## src/rtl/dbg_regbank_pkg.sv

```systemverilog
// Package: shared offsets, bit positions and the decoded control type
// for the debug register bank.
package dbg_regbank_pkg;
    localparam int unsigned ADDR_W    = 8;
    localparam int unsigned DATA_W    = 8;
    localparam int unsigned SEL_W     = 2;
    localparam logic [ADDR_W-1:0] CTRL_OFS = 8'h20;
    localparam logic [ADDR_W-1:0] WIN_BASE = 8'h28;
    localparam int unsigned WIN_BYTES = 8;
    localparam int unsigned ARM_BIT   = 7;
    localparam int unsigned TRIG_BIT  = 6;
    localparam int unsigned HALT_BIT  = 4;
    localparam int unsigned BRK_BIT   = 3;
    localparam int unsigned MASK_HI_B = 6;
    localparam int unsigned MASK_LO_B = 7;

    typedef struct packed {
        logic             armed;
        logic             halt;
        logic             brk;
        logic [SEL_W-1:0] sel;
    } dbg_ctrl_t;
endpackage

```

## src/rtl/dbg_ctrl_reg.sv

```systemverilog
// Control register of the debug unit.
// Assumes: wr_en is already qualified by the address decode of the control offset.
// The arm bit and the bank select always load. The halt and break bits load only
// when the arm bit was clear before the write. The trigger request is turned into
// a registered one-cycle pulse and is never stored.
module dbg_ctrl_reg
    import dbg_regbank_pkg::*;
(
    input  logic              clk,
    input  logic              rst_n,
    input  logic              wr_en,
    input  logic [DATA_W-1:0] wdata,
    output dbg_ctrl_t         ctrl_o,
    output logic              trig_o,
    output logic [DATA_W-1:0] rdata_o
);
    dbg_ctrl_t ctrl_q;
    logic      trig_q;

    // Update the control fields; halt and break are gated by the arm bit held before the write.
    always_ff @(posedge clk) begin
        if (!rst_n) begin
            ctrl_q <= '0;
        end else if (wr_en) begin
            ctrl_q.armed <= wdata[ARM_BIT];
            ctrl_q.sel   <= wdata[SEL_W-1:0];
            if (!ctrl_q.armed) begin
                ctrl_q.halt <= wdata[HALT_BIT];
                ctrl_q.brk  <= wdata[BRK_BIT];
            end
        end
    end

    // Generate the one-cycle trigger pulse from a write with the trigger bit set.
    always_ff @(posedge clk) begin
        if (!rst_n) trig_q <= 1'b0;
        else        trig_q <= wr_en & wdata[TRIG_BIT];
    end

    // Assemble the read image; unimplemented bits and the trigger bit read as zero.
    always_comb begin
        rdata_o                = '0;
        rdata_o[ARM_BIT]       = ctrl_q.armed;
        rdata_o[HALT_BIT]      = ctrl_q.halt;
        rdata_o[BRK_BIT]       = ctrl_q.brk;
        rdata_o[SEL_W-1:0]     = ctrl_q.sel;
    end

    assign ctrl_o = ctrl_q;
    assign trig_o = trig_q;


    lock_hold_chk: assert property (@(posedge clk) disable iff (!rst_n)
        ctrl_q.armed |=> ($stable(ctrl_q.halt) && $stable(ctrl_q.brk)));

    arm_load_chk: assert property (@(posedge clk) disable iff (!rst_n)
        wr_en |=> (ctrl_q.armed == $past(wdata[ARM_BIT]) && ctrl_q.sel == $past(wdata[SEL_W-1:0])));

    trig_src_chk: assert property (@(posedge clk) disable iff (!rst_n)
        trig_o |-> $past(wr_en && wdata[TRIG_BIT]));
endmodule

```

## src/rtl/dbg_cmp_bank.sv

```systemverilog
// One comparator's configuration bank: WIN_BYTES bytes of storage.
// Assumes: wr_en is qualified by the window decode and by bank selection; the bank
// gates its own writes with 'locked' (the arm bit). Bytes MASK_HI_B and MASK_LO_B
// form the 16-bit address mask output.
module dbg_cmp_bank
    import dbg_regbank_pkg::*;
#(
    parameter int unsigned NBYTES = WIN_BYTES,
    localparam int unsigned OFS_W = $clog2(NBYTES)
) (
    input  logic              clk,
    input  logic              rst_n,
    input  logic              wr_en,
    input  logic              locked,
    input  logic [OFS_W-1:0]  ofs,
    input  logic [DATA_W-1:0] wdata,
    output logic [DATA_W-1:0] rdata,
    output logic [15:0]       mask_o
);
    logic [DATA_W-1:0] store_q [NBYTES];
    logic              wr_ok;

    assign wr_ok = wr_en & ~locked;

    // Per-byte storage, each byte with its own write decode.
    for (genvar b = 0; b < NBYTES; b++) begin : g_byte
        // Load byte b when the window write hits it and the bank is unlocked.
        always_ff @(posedge clk) begin
            if (!rst_n)                                store_q[b] <= '0;
            else if (wr_ok && ofs == OFS_W'(b))        store_q[b] <= wdata;
        end
    end

    // Read the addressed byte and form the mask output.
    always_comb begin
        rdata  = store_q[ofs];
        mask_o = {store_q[MASK_HI_B], store_q[MASK_LO_B]};
    end


    locked_stable_chk: assert property (@(posedge clk) disable iff (!rst_n)
        locked |=> $stable(mask_o) && $stable(store_q[0]) && $stable(store_q[1]));
endmodule

```

## src/rtl/dbg_read_mux.sv

```systemverilog
// Read-data selector for the register bank.
// Assumes: at most one of hit_ctrl and hit_win is set. A bank select beyond the
// implemented comparators returns zero, and so do unmapped offsets.
module dbg_read_mux
    import dbg_regbank_pkg::*;
#(
    parameter int unsigned NUM_CMP = 3
) (
    input  logic                      clk,
    input  logic                      rst_n,
    input  logic                      hit_ctrl,
    input  logic                      hit_win,
    input  logic [SEL_W-1:0]          sel,
    input  logic [DATA_W-1:0]         ctrl_rdata,
    input  logic [NUM_CMP*DATA_W-1:0] bank_rdata,
    output logic [DATA_W-1:0]         rdata
);
    logic [DATA_W-1:0] win_data;

    // Pick the selected bank's byte; an unimplemented selection yields zero.
    always_comb begin
        win_data = '0;
        for (int k = 0; k < NUM_CMP; k++) begin
            if (sel == SEL_W'(k)) win_data = bank_rdata[k*DATA_W +: DATA_W];
        end
    end

    // Route the control image or the window byte; everything else reads zero.
    always_comb begin
        if (hit_ctrl)     rdata = ctrl_rdata;
        else if (hit_win) rdata = win_data;
        else              rdata = '0;
    end


    blank_bank_chk: assert property (@(posedge clk) disable iff (!rst_n)
        (hit_win && sel >= SEL_W'(NUM_CMP)) |-> rdata == '0);
endmodule

```

## src/rtl/dbg_regbank.sv

```systemverilog
// Top of the debug register bank: decodes the byte bus onto the control
// register and the shared comparator window, and exposes the decoded state.
// Assumes: a single-cycle write strobe and combinational reads. NUM_CMP must
// fit below 2**SEL_W so that at least one selection shows a blank bank.
module dbg_regbank
    import dbg_regbank_pkg::*;
#(
    parameter int unsigned NUM_CMP = 3
) (
    input  logic                  clk,
    input  logic                  rst_n,
    input  logic [ADDR_W-1:0]     bus_addr,
    input  logic                  bus_we,
    input  logic [DATA_W-1:0]     bus_wdata,
    output logic [DATA_W-1:0]     bus_rdata,
    output logic                  dbg_armed,
    output logic                  dbg_trig_pulse,
    output logic                  dbg_halt_mode,
    output logic                  dbg_brk_en,
    output logic [SEL_W-1:0]      dbg_bank_sel,
    output logic [NUM_CMP*16-1:0] cmp_mask
);
    localparam int unsigned OFS_W = $clog2(WIN_BYTES);

    logic                      hit_ctrl, hit_win;
    logic [OFS_W-1:0]          win_ofs;
    dbg_ctrl_t                 ctrl;
    logic [DATA_W-1:0]         ctrl_rdata;
    logic [NUM_CMP*DATA_W-1:0] bank_rdata;

    // Decode the offset into the control register and the comparator window.
    always_comb begin
        hit_ctrl = (bus_addr == CTRL_OFS);
        hit_win  = (bus_addr[ADDR_W-1:OFS_W] == WIN_BASE[ADDR_W-1:OFS_W]);
        win_ofs  = bus_addr[OFS_W-1:0];
    end

    dbg_ctrl_reg u_ctrl (
        .clk     (clk),
        .rst_n   (rst_n),
        .wr_en   (bus_we & hit_ctrl),
        .wdata   (bus_wdata),
        .ctrl_o  (ctrl),
        .trig_o  (dbg_trig_pulse),
        .rdata_o (ctrl_rdata)
    );

    // One bank per comparator, each written only when it is the selected one.
    for (genvar k = 0; k < NUM_CMP; k++) begin : g_cmp
        dbg_cmp_bank #(.NBYTES(WIN_BYTES)) u_bank (
            .clk    (clk),
            .rst_n  (rst_n),
            .wr_en  (bus_we & hit_win & (ctrl.sel == SEL_W'(k))),
            .locked (ctrl.armed),
            .ofs    (win_ofs),
            .wdata  (bus_wdata),
            .rdata  (bank_rdata[k*DATA_W +: DATA_W]),
            .mask_o (cmp_mask[k*16 +: 16])
        );
    end

    dbg_read_mux #(.NUM_CMP(NUM_CMP)) u_rmux (
        .clk        (clk),
        .rst_n      (rst_n),
        .hit_ctrl   (hit_ctrl),
        .hit_win    (hit_win),
        .sel        (ctrl.sel),
        .ctrl_rdata (ctrl_rdata),
        .bank_rdata (bank_rdata),
        .rdata      (bus_rdata)
    );

    assign dbg_armed     = ctrl.armed;
    assign dbg_halt_mode = ctrl.halt;
    assign dbg_brk_en    = ctrl.brk;
    assign dbg_bank_sel  = ctrl.sel;


    unmapped_zero_chk: assert property (@(posedge clk) disable iff (!rst_n)
        !(hit_ctrl || hit_win) |-> bus_rdata == '0);

    ctrl_pad_chk: assert property (@(posedge clk) disable iff (!rst_n)
        hit_ctrl |-> (bus_rdata[6] == 1'b0 && bus_rdata[5] == 1'b0 && bus_rdata[2] == 1'b0));

    mask_lock_chk: assert property (@(posedge clk) disable iff (!rst_n)
        dbg_armed |=> $stable(cmp_mask));
endmodule

```

## config.mk

```make
export PLATFORM = sky130hd
export DESIGN_NAME = dbg_regbank
export DESIGN_NICKNAME = d
export VERILOG_FILES = /design/src/rtl/dbg_regbank_pkg.sv /design/src/rtl/dbg_ctrl_reg.sv /design/src/rtl/dbg_cmp_bank.sv /design/src/rtl/dbg_read_mux.sv /design/src/rtl/dbg_regbank.sv
export SDC_FILE = /design/constraint.sdc
export NUM_CORES = 1
export LEC_CHECK = 0
export ABC_CLOCK_PERIOD_IN_PS = 4400
export BUFFER_PORTS_ARGS = -buffer_cell sky130_fd_sc_hd__buf_2
export CAP_MARGIN = 30
export CORE_MARGIN = 10
export CORE_UTILIZATION = 55
export DETAILED_ROUTE_END_ITERATION = 8
export GPL_ROUTABILITY_DRIVEN = 1
export PLACE_DENSITY = 0.83
export SLEW_MARGIN = 20
export SYNTH_ARGS = -nofsm -noshare
export SYNTH_HDL_FRONTEND = slang
export SYNTH_HIERARCHICAL = 1
export SYNTH_SLANG_ARGS = --single-unit
```

## constraint.sdc

```tcl
create_clock -name clk -period 4.4 [get_ports clk]
set_input_delay 0.66 -clock clk [delete_from_list [all_inputs] [get_ports clk]]
set_output_delay 0.66 -clock clk [all_outputs]
set_load 0.02 [all_outputs]
```

==> results of run 1 <==
## kinds of logic after synthesis
family | after synthesis | synth area share (%)
buffers and inverters | 49 | 3.63
AOI/OAI and AO/OA | 80 | 5.17
DFF | 198 | 58.9
muxes | 81 | 11.2
other | 1 | 0.0375
and+or+nand+nor | 322 | 21.0
## final timing paths
path              slack, ns              from                            end
hold reg to reg        0.59  u_ctrl/ctrl_o[3]               u_ctrl/ctrl_o[3]
setup / recovery       0.77       bus_addr[2]                   bus_rdata[6]
setup reg to reg       2.12  u_ctrl/ctrl_o[1]  g_cmp[2].u_bank/store_q[3][1]
hold / removal         0.59  u_ctrl/ctrl_o[3]               u_ctrl/ctrl_o[3]
## cells in the final DEF (no fill, tap or decap), types with 6 or more instances in the layout
master,instances
o22ai_1,24
edfxtp_1,192
mux2_2,42
nor2_2,22
nand2b_2,8
mux4_2,9
a211oi_1,18
clkbuf_16,17
mux4_1,9
nor2b_1,7
dfxtp_1,6
nand2b_1,12
inv_1,9
buf_4,35
and2_1,192
nand2_1,38
a221oi_1,8
o21ai_0,27
mux2i_1,21
buf_2,79
nor3_1,10
## power by group through the flow
stage / Sequential, mW / Clock [mW] / Combinational [mW]
3_3_place_gp: 2.20 / 0 / 0.345
6_report: 2.16 / 1.51 / 0.353
3_5_place_dp: 2.20 / 0 / 0.349
2_1_floorplan: 2.21 / 0 / 0.194
5_1_grt: 2.16 / 1.61 / 0.375
4_1_cts: 2.16 / 1.52 / 0.352
## stage by stage
step / instance area [sq um] / setup WS (ns)
global route: 11200 / 0.715
detailed placement: 10700 / 0.862
global placement: 10700 / 0.956
floorplan: 10000 / 0.849
finish: 11200 / 0.769
CTS: 11200 / 0.851
## routing by layer
layer / global-route usage (%) / vias up
met5: 0 / -
li1: - / 2883
met3: 4.85 / 69
met2: 32.7 / 319
met1: 26.0 / 3170
met4: 8.64 / 0
## worst register-to-register path: cells and delay by family (launching register included)
| kind | cells | cell delay [ns] |
|---|---|---|
| DFF | 1 | 0.54 |
| and+or+nand+nor | 2 | 0.43 |
| AOI/OAI and AO/OA | 1 | 0.49 |
| buffers and inverters | 3 | 0.54 |
## state kept, by name, indices dropped and copies added, names as in the netlist
signal / cells
g_cmp.u_bank/store_q: 192
u_ctrl/ctrl_o: 5
u_ctrl/trig_o: 1
## layout make-up
type                            instances  area [sq um]
Clock buffer                           21           440
Multi-Input combinational cell        486          3750
Tap cell                              229           287
Fill cell                            1322          6680
Timing Repair Buffer                  116           698
Sequential cell                       198          5890
Inverter                                9          33.8
Clock inverter                         11           129
==> key figures, run 1 <==
Worst setup path
  – Cell mode on critical path: buf_2
  – Cell Chain, Critical Path: buf_2 > buf_4 > or2_2 > o22ai_1 > a211oi_1 > mux2i_1 > a221oi_1 > buf_2
  – CP Max Fanout: 26
  – Cell family with most CP delay: buffers and inverters
  – CP arrival: 2.97 ns
  – Crit path kind: in2out
  – CP Launch Type: input port
  – Critical path buffer and inverter count: 3
  – Crit-path slowest cell: a221oi_1
  – Crit path depth: 8
  – Required time of the critical path: 3.74 ns
  – Crit path largest cell delay: 0.52 ns
  – Critical path capture point type: output port
  – Reg2reg path depth: 6

Clock network
  – Clk sinks: 198
  – Clock Pin Slew Worst Setup and Hold Paths: 0.06 ns
  – Post-CTS Setup Inserts: 0
  – Hold buffer count at cts: 0
  – Htree depth: 4
  – TritonCTS Buffers: 17
  – CTS max path bufs: 2
  – Post-CTS Resized: 0
  – Clk_lat worst skew: 0.44 ns
  – TritonCTS clock tree: done
  – Clk root buf: clkbuf_16

Floorplanning
  – Initial Utilization: 55.8%
  – I/O Pins: 81
  – Core area: 17,900 sq um
  – Die ar.: 24,000 sq um
  – Width of the chip: 155 microns
  – Die height: 155 microns
  – FP Rows: 49

Timing
  – Max Slew Vio Count: 0
  – Max_slew headroom: 40.1%
  – F_max: 275 MHz
  – Final hold slack: 0.586 ns
  – Post-layout min period: ~3.6 ns
  – Worst-margin pin slew: around 0.9 ns
  – Fin crit share: 82.5%
  – Post-route setup TNS: 0 ns
  – Final hold viol count: 0
  – Clock Skews: 0.00734 ns
  – RSZ-0062 raised after global routing: false
  – Final Setup Violations: 0

Logic synthesis
  – Yosys warnings: 6
  – Async SR Flop Fraction: 0%
  – Post-synthesis cell count: between 700 and 800
  – Synth cell count leaders: and2_1 (192), edfxtp_1 (192), mux2_2 (42)
  – Yosys top cell area share: 57.7%
  – Post-synth top flop: edfxtp_1
  – Synthesized area per cell: approximately 14 sq um
  – Leading area contributor after synthesis: edfxtp_1
  – Yosys cell types: 42
  – Cell area after synthesis: around 10000 sq um
  – Sequential fraction of the synthesis area: 58.9%
  – Main area contributors after synthesis: edfxtp_1 (58%), and2_1 (12%), mux2_2 (4.7%)
  – Synthesized flop and latch total: 198
  – Post-synth EDFFs: ~190

Layout
  – Final Net Count: 847
  – Layout cells sized above 1: 28.8%
  – N_diodes: 0
  – Synthesis-to-layout area growth: 12.3%
  – Non-Filler Instances: about 1,100
  – Final core occ: 62.7%

GRT
  – Tot GR Track Use: between 20% and 30%
  – Largest net degree at the start of global routing: 62
  – Initial antenna violation count: 0
  – Grt ovf: 0
  – First-pass GRT wire length: ~38 mm
  – Vias in the first global route: 6,701

Pwr
  – Leak: 4.16 nW
  – Maximum vdd drop: 0.000284 V
  – Register share of total power: 53.7%
  – Switch Pwr: around 0.92 mW
  – Clock power share: 37.5%
  – Sw Ratio: 23.0%
  – Power, Total: 4.02 mW
  – Comb pwr share: 8.8%
  – Internal power: between 3 and 4 mW
  – Pwr/cell area: 358 nW/um^2

Routing
  – Uppermost layer routed: met4
  – TritonRoute pass-1 iters: 5
  – Avg WL per Cell: 22.7 microns
  – Final ANT Viol Nets: 0
  – M1 WL: between 9 and 10 mm
  – Vias post-DR: 6,441
  – DRC violations left: 0
  – Vias per inst: 6.02
  – Met2 WL post-DR: 11.9 mm
  – DR iter-0 viols: 782
  – Final wirelength: 24.3 mm
  – Routed wl met3: approximately 2.1 mm

Placed design
  – Gpl congestion: approximately 0.93
  – Cell count after placement: 1,038
  – Port bufs: 80
  – HPWL Detailed: 16.4 mm

Outcome
  – Status: complete, no violations

Worst hold path
  – Hold depth: 2
  – Class of the worst hold path: reg2reg

Run
  – Maxcap violations: 0
Power figures use the tool's default switching activity.
==> run 2, diff against run 1 <==
--- a/config.mk
+++ b/config.mk
@@ -5,14 +5,14 @@
 export SDC_FILE = /design/constraint.sdc
 export NUM_CORES = 1
 export LEC_CHECK = 0
-export ABC_CLOCK_PERIOD_IN_PS = 4400
+export ABC_CLOCK_PERIOD_IN_PS = 2900
 export BUFFER_PORTS_ARGS = -buffer_cell sky130_fd_sc_hd__buf_2
 export CAP_MARGIN = 30
 export CORE_MARGIN = 10
-export CORE_UTILIZATION = 55
+export CORE_UTILIZATION = 54
 export DETAILED_ROUTE_END_ITERATION = 8
 export GPL_ROUTABILITY_DRIVEN = 1
-export PLACE_DENSITY = 0.83
+export PLACE_DENSITY = 0.85
 export SLEW_MARGIN = 20
 export SYNTH_ARGS = -nofsm -noshare
 export SYNTH_HDL_FRONTEND = slang
==> constraint.sdc (replaced) <==
create_clock -name clk -period 2.9 [get_ports clk]
set_input_delay 0.435 -clock clk [delete_from_list [all_inputs] [get_ports clk]]
set_output_delay 0.435 -clock clk [all_outputs]
set_load 0.02 [all_outputs]
==> key figures, run 2 (same netlist as run 1, synthesis figures left out) <==
Worst setup path
  – Cell Chain, Critical Path: buf_4 > buf_4 > mux2_2 > o22ai_1 > a211oi_1 > mux2i_1 > a221oi_2 > buf_2
  – Cell family with most CP delay: compound AO/OA/AOI/OAI gates
  – FF-to-FF setup slack: 0.70 ns (-1.42 ns)
  – Crit path kind: in2out
  – Critical path capture point type: output port
  – Worst R2R Start: u_ctrl/ctrl_o[0]
  – Cell mode on critical path: buf_4
  – CP arrival: 2.40 ns (-0.57 ns)
  – Required time of the critical path: 2.47 ns (-1.27 ns)
  – Crit path largest cell delay: 0.48 ns (-0.04 ns)
  – Reg2reg path depth: 4 (-2)
  – Crit-path slowest cell: a211oi_1
  – Worst reg2reg endpoint: g_cmp[1].u_bank/store_q[5][0]
  – Critical path buffer and inverter count: 3 (unchanged)
  – CP Launch Type: input port
  – CP Max Fanout: 11 (-58%)

GRT
  – First-pass GRT wire length: 36.6 mm (-2.8%)
  – Vias in the first global route: 6,466 (-3.5%)
  – Largest net degree at the start of global routing: 43 (-31%)
  – Tot GR Track Use: 19.7% (-0.69 points)
  – Grt ovf: 0 (unchanged)
  – Initial antenna violation count: 0 (unchanged)

Layout
  – Final Net Count: 870 (+2.7%)
  – N_diodes: 0 (unchanged)
  – Layout cells sized above 1: 31.7% (+2.9 points)
  – Fill cell count: 1,309 (-0.98%)
  – Sequential standard cell area: 5890 sq um (unchanged)
  – Largest Register: g_cmp.u_bank/store_q
  – Most frequent cells in the layout: and2_1 (192), edfxtp_1 (192), buf_2 (79)
  – Final instance area: 11,400 sq um (+1.9%)
  – Max reg flops: 192 (unchanged)
  – Non-Filler Instances: 1,093 (+2.1%)
  – Synthesis-to-layout area growth: 14.4%
  – Area of the multi-input gates: 3790 sq um (+1.0%)
  – Final core occ: 63.2% (+0.52 points)

Pwr
  – Sw Ratio: 23.7% (+0.70 points)
  – Internal power: 4.64 mW (+50%)
  – Clock power share: 36.8% (-0.7 points)
  – Register share of total power: 53.9% (+0.2 points)
  – Maximum vdd drop: 0.000369 V (+30%)
  – Comb pwr share: 9.3% (+0.5 points)
  – Pwr/cell area: 532 nW/um^2 (+48%)
  – Switch Pwr: 1.44 mW (+56%)
  – Leak: 4.29 nW (+3.0%)

Timing
  – Post-route setup TNS: 0 ns (unchanged)
  – Max_slew headroom: 47.0% (+6.9 points)
  – Final hold slack: 0.533 ns (-0.0529 ns)
  – Post-layout min period: 2.83 ns
  – Fin crit share: 97.6%
  – Clock Skews: 0.00884 ns (+0.00149 ns)
  – Final hold viol count: 0 (unchanged)
  – F_max: 353 MHz
  – Max Slew Vio Count: 0 (unchanged)
  – Final Setup Violations: 0 (unchanged)
  – Worst-margin pin slew: 0.795 ns (-0.104 ns)

Routing
  – Final wirelength: 24.0 mm (-1.1%)
  – TritonRoute pass-1 iters: 6 (+1)
  – Vias per inst: 5.83 (-3.1%)
  – Final ANT Viol Nets: 0 (unchanged)
  – DRC violations left: 0 (unchanged)
  – DR iter-0 viols: 721 (-7.8%)
  – Vias post-DR: 6,375 (-1.0%)
  – Avg WL per Cell: 22.0 microns (-3.2%)

Clock network
  – Post-CTS Resized: 0 (unchanged)
  – TritonCTS Buffers: 17 (unchanged)
  – TritonCTS clock tree: done
  – Clk sinks: 198 (unchanged)
  – Clk root buf: clkbuf_16
  – Clk_lat worst skew: 0.43 ns (about the same)
  – CTS max path bufs: 2 (unchanged)
  – Clock Pin Slew Worst Setup and Hold Paths: 0.07 ns (about the same)
  – Htree depth: 4 (unchanged)
  – Post-CTS Setup Inserts: 0 (unchanged)
  – Hold buffer count at cts: 0 (unchanged)

Placed design
  – HPWL Detailed: 16.3 mm (-0.44%)
  – Cell Area, Placed: 10,900 sq um (+1.9%)
  – Gpl congestion: 0.911 (-1.8%)
  – Cell count after placement: 1,061 (+2.2%)
  – Port bufs: 80 (unchanged)

Floorplanning
  – Die height: 156 microns (+0.80%)
  – Width of the chip: 156 microns (+0.80%)
  – Die ar.: 24,300 sq um (+1.6%)
  – FP Rows: 49 (unchanged)
  – Core area: 18,100 sq um (+1.0%)
  – I/O Pins: 81 (unchanged)
  – Initial Utilization: 55.2% (-0.57 points)

Worst hold path
  – Hold depth: 2 (unchanged)
  – Hold Crit Endpoint: u_ctrl/ctrl_o[2]
  – Hold Crit Start: u_ctrl/ctrl_o[2]
  – Class of the worst hold path: reg2reg

Outcome
  – Status: complete, no violations

Run
  – Maxcap violations: 0 (unchanged)
-- run 2: cell type report --
type / instances / area share [%]
Inverter: 9 / 0.296
Multi-Input combinational cell: 486 / 33.1
Timing Repair Buffer: 139 / 7.73
Clock buffer: 18 / 3.75
Tap cell: 229 / 2.51
Sequential cell: 198 / 51.5
Clock inverter: 14 / 1.11
-- run 2: per-stage QoR --
step                      worst slack, ns  total power, mW
after floorplan                    -0.209             3.65
after global placement             0.0438             3.88
after detailed placement           0.0651             3.89
after CTS                          0.0781             6.09
after global routing             -0.00155             6.26
final                              0.0685             6.08
-- run 2: how the worst max path moves through the flow --
stage / start / end / cells after the start
after detailed placement: bus_addr[4] / g_cmp[2].u_bank/store_q[2][5] / 8
after CTS: bus_addr[4] / bus_rdata[4] / 7
final: bus_addr[1] / bus_rdata[7] / 8
after floorplan: bus_addr[4] / g_cmp[1].u_bank/store_q[4][0] / 5
after global placement: bus_addr[2] / bus_rdata[6] / 8
after global routing: bus_addr[4] / bus_rdata[1] / 7
-- run 2: power by group through the flow --
stage               registers, mW  logic, mW  clock network (mW)
detailed placement           3.34      0.556                   0
global placement             3.33      0.548                   0
floorplan                    3.36      0.296                   0
CTS                          3.27      0.560                2.26
global route                 3.28      0.604                2.37
finish                       3.27      0.568                2.24
-- run 2: worst min-delay path, cell delays in order, from the launching register on --
cell and delay (ns):
dfxtp_1 0.36, nand2_1 0.07, mux2i_1 0.06
-- run 2: routing by layer --
| metal | vias to the layer above | GRT usage, % | part of all wire [%] |
|---|---|---|---|
| li1 | 2919 | - | - |
| met1 | 3156 | 26.1 | 43 |
| met2 | 262 | 32.1 | 48 |
| met4 | 0 | 5.98 | 1.6 |
| met3 | 38 | 4.27 | 7.4 |
| met5 | - | 0 | 0 |
==> run 3, diff against run 2 <==
--- a/config.mk
+++ b/config.mk
@@ -13,6 +13,7 @@
 export DETAILED_ROUTE_END_ITERATION = 8
 export GPL_ROUTABILITY_DRIVEN = 1
 export PLACE_DENSITY = 0.85
+export SETUP_SLACK_MARGIN = 0.4
 export SLEW_MARGIN = 20
 export SYNTH_ARGS = -nofsm -noshare
 export SYNTH_HDL_FRONTEND = slang
==> key figures, run 3 (same netlist as run 1, synthesis figures left out) <==
Outcome
  – Status: complete, no violations

Worst setup path
  – Critical path capture point type: output port
  – Crit path kind: in2out
  – CP arrival: 2.14 ns (-0.26 ns)
  – CP Max Fanout: 8 (-3)
  – Reg2reg path depth: 4 (unchanged)
  – CP Launch Type: input port
  – Required time of the critical path: 2.47 ns (about the same)

Pwr
  – Pwr/cell area: 519 nW/um^2 (-2.3%)
  – Leak: 4.57 nW (+6.7%)
  – Clock power share: 37.2% (+0.4 points)
  – Internal power: 4.88 mW (+5.2%)
  – Maximum vdd drop: 0.000435 V (+18%)
  – Register share of total power: 51.4% (-2.5 points)
  – Comb pwr share: 11.4% (+2.1 points)
  – Switch Pwr: 1.50 mW (+4.0%)
  – Sw Ratio: 23.5% (-0.21 points)

Timing
  – Max Slew Vio Count: 0 (unchanged)
  – RSZ-0062 raised after global routing: true
  – Max_slew headroom: 51.1% (+4.1 points)
  – Final Setup Violations: 0 (unchanged)
  – Clock Skews: 0.0124 ns (+0.00358 ns)
  – Post-route setup TNS: 0 ns (unchanged)
  – Fin crit share: 88.8% (-8.8 points)
  – Worst-margin pin slew: 0.734 ns (-0.0609 ns)
  – Final hold viol count: 0 (unchanged)
  – Post-layout min period: 2.58 ns (-0.256 ns)
  – F_max: 388 MHz (+9.9%)

GRT
  – Vias in the first global route: 6,844 (+5.8%)
  – Initial antenna violation count: 0 (unchanged)
  – Tot GR Track Use: 21.3% (+1.5 points)
  – First-pass GRT wire length: 39.4 mm (+7.7%)
  – Largest net degree at the start of global routing: 37 (-14%)
  – Grt ovf: 0 (unchanged)

Routing
  – Final wirelength: 27.7 mm (+15%)
  – TritonRoute pass-1 iters: 5 (-1)
  – DRC violations left: 0 (unchanged)
  – DR iter-0 viols: 832 (+15%)
  – Vias post-DR: 6,863 (+7.7%)
  – Vias per inst: 6.17 (+5.7%)
  – Avg WL per Cell: 24.9 microns (+13%)
  – Final ANT Viol Nets: 0 (unchanged)

Layout
  – Fill cell count: 1,149 (-12%)
  – Final instance area: 12,300 sq um (+7.4%)
  – Most frequent cells in the layout: and2_1 (192), edfxtp_1 (192), buf_4 (70)
  – Synthesis-to-layout area growth: 22.9%
  – Largest Register: g_cmp.u_bank/store_q
  – Layout cells sized above 1: 40.3% (+8.6 points)
  – Final Net Count: 890 (+2.3%)
  – N_diodes: 0 (unchanged)
  – Non-Filler Instances: 1,113 (+1.8%)
  – Max reg flops: 192 (unchanged)
  – Final core occ: 67.9% (+4.7 points)

Placed design
  – Cell Area, Placed: 11,000 sq um (+1.2%)
  – Port bufs: 80 (unchanged)
  – HPWL Detailed: 16.9 mm (+3.9%)
  – Cell count after placement: 1,056 (-0.47%)
  – Gpl congestion: 0.910 (-0.15%)

Clock network
  – Hold buffer count at cts: 0 (unchanged)
  – Htree depth: 4 (unchanged)
  – TritonCTS clock tree: done
  – Clk root buf: clkbuf_16
  – Clock Pin Slew Worst Setup and Hold Paths: 0.07 ns (about the same)
  – Clk_lat worst skew: 0.44 ns (about the same)
  – Clk sinks: 198 (unchanged)
  – TritonCTS Buffers: 17 (unchanged)
  – CTS max path bufs: 2 (unchanged)

Floorplanning
  – Die height: 156 microns (unchanged)
  – Core area: 18,100 sq um (unchanged)
  – I/O Pins: 81 (unchanged)
  – Width of the chip: 156 microns (unchanged)
  – Initial Utilization: 55.2% (unchanged)
  – Die ar.: 24,300 sq um (unchanged)
  – FP Rows: 49 (unchanged)

Run
  – Maxcap violations: 0 (unchanged)

Worst hold path
  – Hold depth: 3 (+1)
  – Class of the worst hold path: in2reg
==> run 3: changes by cell type in the layout (fill, tap and decap cells not counted), moves of 7 or more <==
cell and delta:
a211oi_1 -11, a211oi_2 +9, buf_2 -10, buf_4 +13, buf_6 +10, mux2_2 -12
mux2_4 +12, nand2_1 -7, nand2_2 +7, o21ai_0 -17, o21ai_4 +12, o22ai_1 -10
==> run 3: cell type report <==
| type | count | area [sq um] | area share [%] |
|---|---|---|---|
| Sequential cell | 198 | 5890 | 47.9 |
| Multi-Input combinational cell | 486 | 4260 | 34.7 |
| Timing Repair Buffer | 159 | 1230 | 9.99 |
| Clock buffer | 19 | 433 | 3.53 |
| Tap cell | 229 | 287 | 2.33 |
| Clock inverter | 13 | 154 | 1.25 |
| Inverter | 9 | 33.8 | 0.275 |
==> run 3: through the flow <==
step                      hold WS (ns)  worst slack [ns]  total power [mW]
after floorplan                  0.543             0.258              3.67
after global placement           0.520            0.0458              3.90
after detailed placement         0.522            0.0721              3.91
after CTS                        0.526             0.357              6.28
after global routing             0.556             0.214              6.55
final                            0.544             0.324              6.38
==> run 3: critical path, cell delays in order <==
cell and delay (ns):
buf_16 0.14, buf_12 0.15, buf_4 0.13, mux4_2 0.54, nand2_1 0.11, nand2_2 0.06
mux2i_2 0.17, a221oi_2 0.09, buf_4 0.17, buf_6 0.12
==> run 3: worst paths after layout <==
check | end | slack, ns | from
setup / recovery | bus_rdata[2] | 0.32 | bus_addr[1]
hold / removal | u_ctrl/ctrl_o[2] | 0.54 | bus_wdata[3]
setup reg to reg | g_cmp[2].u_bank/store_q[1][2] | 0.63 | u_ctrl/ctrl_o[1]
hold reg to reg | u_ctrl/ctrl_o[2] | 0.56 | u_ctrl/ctrl_o[2]
==> run 3: repair_timing <==
item / in CTS / in global routing
resized for setup: 53 / 61
cloned: 3 / 2
endpoints found under the setup margin: 8 / 8
pin swaps: 16 / 25
setup buffers: 4 / 16
endpoints found under the hold margin: 0 / 0
==> run 3: per-layer routing <==
layer	up-vias	global-route usage (%)	share of wire, %
met2	388	34.1	50
met4	0	8.68	2.8
li1	2958	-	-
met1	3458	27.6	39
met5	-	0	0
met3	59	4.63	8.3
==> run 3: power groups by stage <==
stage               combinational [mW]  sequential, mW  clock [mW]
floorplan                        0.311            3.36           0
global placement                 0.566            3.33           0
detailed placement               0.576            3.34           0
CTS                              0.624            3.28        2.38
global route                     0.756            3.29        2.51
finish                           0.726            3.28        2.37
